File: src/rtl/pt_pkg.sv
package pt_pkg;
   // Flag field sits directly above the frame number in every entry.
   localparam int FLAG_W   = 3;
   localparam int F_VALID  = 2;
   localparam int F_EXEC   = 1;
   localparam int F_WRITE  = 0;
   localparam int MAX_ENT_W = 16;
endpackage

File: src/rtl/pt_pid_reg.sv
module pt_pid_reg #(
   parameter int PID_W = 4
) (
   input  logic             clk,
   input  logic             rst_n,
   input  logic             load,
   input  logic [PID_W-1:0] din,
   output logic [PID_W-1:0] pid
);
   always_ff @(posedge clk or negedge rst_n) begin
      if (!rst_n)    pid <= '0;
      else if (load) pid <= din;
   end
endmodule

File: src/rtl/pt_table.sv
module pt_table #(
   parameter int IDX_W = 8,
   parameter int ENT_W = 11
) (
   input  logic             clk,
   input  logic             rst_n,
   input  logic             we,
   input  logic [IDX_W-1:0] idx,
   input  logic [ENT_W-1:0] wdata,
   output logic [ENT_W-1:0] rdata
);
   localparam int DEPTH = 1 << IDX_W;

   logic [ENT_W-1:0] mem [DEPTH];

   always_ff @(posedge clk or negedge rst_n) begin
      if (!rst_n) begin
         for (int i = 0; i < DEPTH; i++) mem[i] <= '0;
      end else if (we) begin
         mem[idx] <= wdata;
      end
   end

   assign rdata = mem[idx];
endmodule

File: src/rtl/pt_perm.sv
module pt_perm #(
   parameter bit EXEC_CHECK = 1'b1
) (
   input  logic [pt_pkg::FLAG_W-1:0] flags,
   input  logic                      access,
   input  logic                      is_write,
   input  logic                      is_fetch,
   output logic                      deny
);
   logic miss, wr_bad, ex_bad;

   assign miss   = !flags[pt_pkg::F_VALID];
   assign wr_bad = is_write && !flags[pt_pkg::F_WRITE];

   generate
      if (EXEC_CHECK) begin : g_exec
         assign ex_bad = is_fetch && !flags[pt_pkg::F_EXEC];
      end else begin : g_noexec
         assign ex_bad = 1'b0;
      end
   endgenerate

   assign deny = access && (miss || wr_bad || ex_bad);
endmodule

File: src/rtl/pt_xlat.sv
module pt_xlat #(
   parameter int VA_W       = 16,
   parameter int PAGE_W     = 4,
   parameter int PID_W      = 4,
   parameter int FRAME_W    = 8,
   parameter bit EXEC_CHECK = 1'b1
) (
   input  logic                                  clk,
   input  logic                                  rst_n,
   input  logic                                  cpu_valid,
   input  logic                                  cpu_write,
   input  logic                                  cpu_fetch,
   input  logic [VA_W-1:0]                       cpu_addr,
   input  logic                                  pid_we,
   input  logic [PID_W-1:0]                      pid_wdata,
   input  logic                                  tbl_sel,
   input  logic                                  tbl_we,
   input  logic [FRAME_W+pt_pkg::FLAG_W-1:0]     tbl_wdata,
   output logic [FRAME_W+pt_pkg::FLAG_W-1:0]     tbl_rdata,
   output logic [FRAME_W+VA_W-PAGE_W-1:0]        phys_addr,
   output logic [PID_W-1:0]                      cur_pid,
   output logic                                  fault
);
   localparam int OFF_W = VA_W - PAGE_W;
   localparam int IDX_W = PID_W + PAGE_W;
   localparam int ENT_W = FRAME_W + pt_pkg::FLAG_W;

   generate
      if (ENT_W > pt_pkg::MAX_ENT_W) begin : g_bad_ent
         $error("pt_xlat: entry wider than 16 bits");
      end
      if (IDX_W > VA_W) begin : g_bad_idx
         $error("pt_xlat: window index wider than CPU address");
      end
      if (PAGE_W >= VA_W) begin : g_bad_page
         $error("pt_xlat: page field leaves no offset");
      end
   endgenerate

   logic             sup;
   logic             pid_load;
   logic             tab_we;
   logic [IDX_W-1:0] idx;
   logic [ENT_W-1:0] entry;
   logic             priv_bad;
   logic             deny;

   assign sup      = (cur_pid == '0);
   assign pid_load = pid_we && sup;
   assign tab_we   = tbl_sel && tbl_we && sup;
   assign idx      = tbl_sel ? cpu_addr[IDX_W-1:0]
                             : {cur_pid, cpu_addr[VA_W-1 -: PAGE_W]};

   pt_pid_reg #(.PID_W(PID_W)) u_pid (
      .clk   (clk),
      .rst_n (rst_n),
      .load  (pid_load),
      .din   (pid_wdata),
      .pid   (cur_pid)
   );

   pt_table #(.IDX_W(IDX_W), .ENT_W(ENT_W)) u_tab (
      .clk   (clk),
      .rst_n (rst_n),
      .we    (tab_we),
      .idx   (idx),
      .wdata (tbl_wdata),
      .rdata (entry)
   );

   pt_perm #(.EXEC_CHECK(EXEC_CHECK)) u_perm (
      .flags    (entry[ENT_W-1 -: pt_pkg::FLAG_W]),
      .access   (cpu_valid && !tbl_sel),
      .is_write (cpu_write),
      .is_fetch (cpu_fetch),
      .deny     (deny)
   );

   assign priv_bad  = !sup && (pid_we || tbl_sel);
   assign fault     = priv_bad || deny;
   assign tbl_rdata = (tbl_sel && sup) ? entry : '0;
   assign phys_addr = {entry[FRAME_W-1:0], cpu_addr[OFF_W-1:0]};
endmodule

File: config.mk
export PLATFORM = sky130hd
export DESIGN_NAME = pt_xlat
export DESIGN_NICKNAME = d
export VERILOG_FILES = /design/src/rtl/pt_pkg.sv /design/src/rtl/pt_pid_reg.sv /design/src/rtl/pt_table.sv /design/src/rtl/pt_perm.sv /design/src/rtl/pt_xlat.sv
export SDC_FILE = /design/constraint.sdc
export NUM_CORES = 2
export LEC_CHECK = 0
export BUFFER_PORTS_ARGS = -buffer_cell sky130_fd_sc_hd__buf_4
export CAP_MARGIN = 20
export CORE_MARGIN = 3
export CORE_UTILIZATION = 41
export CTS_CLUSTER_SIZE = 12
export DETAILED_ROUTE_END_ITERATION = 8
export PLACE_DENSITY = 0.69
export SLEW_MARGIN = 20
export SYNTH_ARGS = -nofsm -noshare
export SYNTH_HDL_FRONTEND = slang
export SYNTH_SLANG_ARGS = --single-unit
File: constraint.sdc
create_clock -name clk -period 3.9 [get_ports clk]
set_input_delay 0.78 -clock clk [delete_from_list [all_inputs] [get_ports clk]]
set_output_delay 0.78 -clock clk [all_outputs]
set_load 0.01 [all_outputs]
==> results.json <==
{
  "critPathMaxStageDelay_ps": 430,
  "start_util_pct": 41.3,
  "endpoint_kind": "primary output",
  "skew_ps": 49.1,
  "rsz0062_at_grt": "yes",
  "cts_buffers": 306,
  "route.detailed.drc": 0,
  "fin_crit_ps": 5170,
  "synth_compound_area_share_pct": 3.81,
  "synth_edf_count": 0,
  "clock-sinks": 2820,
  "synthXorXnorAreaFrac_pct": 0,
  "maxCapViolations": 0,
  "ys_seq_area_share_pct": 53.5,
  "synth_area_leaders": "dfrtp_1, mux2_2, mux4_2",
  "area_growth_pct": 18.8,
  "crit_chain": "buf_8 > mux2_8 > buf_12 > buf_12 > buf_16 > buf_4 > mux4_2 > nand2_2 > a41oi_2 > buf_6 > o41ai_4 > buf_4 > and4_4 > a221oi_2 > o32ai_2 > buf_4 > buf_6",
  "vias": 84400,
  "clk_pin_slew_ps": 60,
  "die_height_um": 573,
  "syn_inst": 8949,
  "synth_cell_types": 43,
  "synth_top_family_by_area": "multiplexers",
  "ys_async_sr_fraction_pct": 100,
  "io_buffers": 66,
  "placed_area_sq_um": 143000,
  "syn_avg_cell_area_sq_um": 14.7,
  "worst_slack_ps": -1270,
  "syn_nets": 8988,
  "worst_pin_slew_ps": 1230,
  "synth-seq-cells": 2820,
  "fin_area_sq_um": 157000,
  "netlist_area_sq_um": 132000,
  "place_hpwl_um": 256000,
  "crit_path_max_fanout": 6,
  "min_path_cells": 3,
  "num_io_pins": 75,
  "cp_data_arrival_time_ps": 4390,
  "gp_congestion": 0.878,
  "yosys_warnings": 0,
  "maxSlewViolCount": 0,
  "antenna_found_initial": 11,
  "htree_levels": 5,
  "rows": 207,
  "synth_mux_area_share_pct": 35.0,
  "track_usage_pct": 23.6,
  "slowest_stage": "mux2_8",
  "grt_start_max_net_pins": 181,
  "p_leak_uw": 0.0736,
  "violations": "negative setup slack",
  "critPathTopFamily": "buffers and inverters",
  "path_depth": 17,
  "status": "finished with violations",
  "maxSlewHeadroom_pct": 18.1,
  "drive_above_1_share_pct": 55.3,
  "synth_ff_type": "dfrtp_1",
  "dpl_worst_slack_ps": -2340,
  "crit_top_cell": "buf_4",
  "worstSetupPathType": "in -> out",
  "avgViaCountPerCell": 6.06,
  "post-route-period-util_pct": 133,
  "postRouteAntennaNets": 0,
  "synth_top_area_cell": "dfrtp_1",
  "clock_latency_ps": 880,
  "reg2reg_depth": 10,
  "drt_wl_total_um": 400000,
  "cts_tree": "built",
  "synth_adder_area_share_pct": 0,
  "irDropWorstVdd_mv": 0.322,
  "core-area_sq_um": 319000,
  "path_buf_inv": 9,
  "fp.dieArea_sq_um": 328000,
  "reg2reg_slack_ps": 260,
  "cp-start-kind": "primary input",
  "dieWidth_um": 573,
  "fin_nets": 9495,
  "setup_violations": 20,
  "grt_overflow_total": 0,
  "synth_top_area_share_pct": 53.5,
  "cts_root_buffer": "clkbuf_16",
  "fmax_ghz": 0.193,
  "cts.path.max_buffers": 4,
  "cp_data_required_time_ps": 3120,
  "finalHoldViolCount": 0,
  "whs_ps": 144,
  "grt_pass1_wl_um": 595000,
  "p_per_area_nw_per_um2": 394,
  "first_pass_iters": 7,
  "grt_pass1_vias": 89300,
  "hold_class": "in -> reg",
  "routedWlPerCell_um": 28.7,
  "drt_iter0_markers": 8213,
  "synth_simple_gate_area_share_pct": 4.09
}
logic make-up after synthesis:
group	Yosys count
flip-flops	2820
AO/OA/AOI/OAI	693
buffers and inverters	1005
AND/OR/NAND/NOR	972
multiplexers	3459
cell usage after synthesis (13+ instances only):
library cell and number:
mux2_1 16, dfrtp_1 2820, clkbuf_1 532, o21ai_0 13, nand2_1 331, buf_6 15, o21a_1 65, nand4b_1 194
mux2_2 2800, nor2_1 268, or4bb_1 64, a21oi_1 137, buf_4 122, buf_1 37, o31ai_1 69, o41ai_1 77
buf_2 292, a41oi_1 40, nor4_1 15, mux4_2 640, nand4_1 69, a22oi_1 272
worst reg2reg max path, cell delays in order (launching register included):
cell and delay, ps:
dfrtp_1 510, buf_4 230, nor4_2 700, buf_4 260, nand4b_1 120, nor2_1 370
nand2_2 140, buf_12 190, nor2_1 330, buf_4 290, mux2_2 370
flip-flops by register name, indices dropped and copies added (netlist names):
| signal | flops |
|---|---|
| u_tab.mem | 2816 |
| u_pid.pid | 4 |
power by group:
group	leakage (uW)	internal (uW)	total [uW]	switching, uW
registers	0.0394	29300	29300	0
logic	0.0295	1390	4060	2670
clock network	0.00475	16400	28400	12000
total	0.0736	47100	61700	14700
worst paths after layout:
check / start / end
setup / recovery: tbl_sel / fault
hold / removal: pid_wdata[3] / u_pid.pid[3]
setup reg to reg: u_pid.pid[1] / u_tab.mem[2719]
min in group asynchronous: rst_n / u_tab.mem[1028]
hold reg to reg: u_tab.mem[191] / u_tab.mem[191]
max in group asynchronous: rst_n / u_tab.mem[1938]
metrics by stage:
stage	TNS [ps]	utilization [%]	power, uW	instances
detailed placement	-144610	45.0	33400	13300
global route	-20950	49.1	63500	13900
global placement	-96050	45.0	33400	13300
CTS	-19550	48.6	61900	13900
finish	-20450	49.1	61700	13900
floorplan	-15.5	-	31400	8949
final cells by class:
| cell class | count | area, sq um |
|---|---|---|
| clock buffer | 448 | 8890 |
| tap | 4284 | 5360 |
| fill | 26600 | 162000 |
| multi-input combinational | 5125 | 58500 |
| clock inverter | 60 | 763 |
| antenna | 3 | 7.51 |
| inverter | 7 | 26.3 |
| sequential | 2820 | 70600 |
| timing repair buffer | 1196 | 12600 |
per-layer routing:
| layer | track usage (%) | vias up | routed length [um] |
|---|---|---|---|
| li1 | - | 34300 | - |
| met1 | 31.2 | 45800 | 162000 |
| met2 | 37.5 | 3343 | 187000 |
| met3 | 4.68 | 974 | 28800 |
| met4 | 11.4 | 18 | 22000 |
| met5 | 0 | - | 125 |
repair_timing:
item,in CTS,in global routing
resized for setup,240,179
hold endpoints to repair,13,0
endpoints found under the setup margin,20,20
setup buffers,23,60
cloned,13,7
hold buffers,1,0
pin swaps,38,79
cell usage in the layout, fill, tap and decap left out, types with 69 or more instances in the layout:
master and n:
a21oi_1 84, dfrtp_1 2820, mux4_2 640, a22oi_2 70, clkbuf_8 72, nand4_1 69
clkbuf_1 77, nand4b_1 194, clkbuf_16 316, a22oi_1 202, nor2_1 267, mux2_2 2800
buf_4 882, nand2_1 305, buf_12 197
No activity file was read; power rests on OpenSTA's default activity.
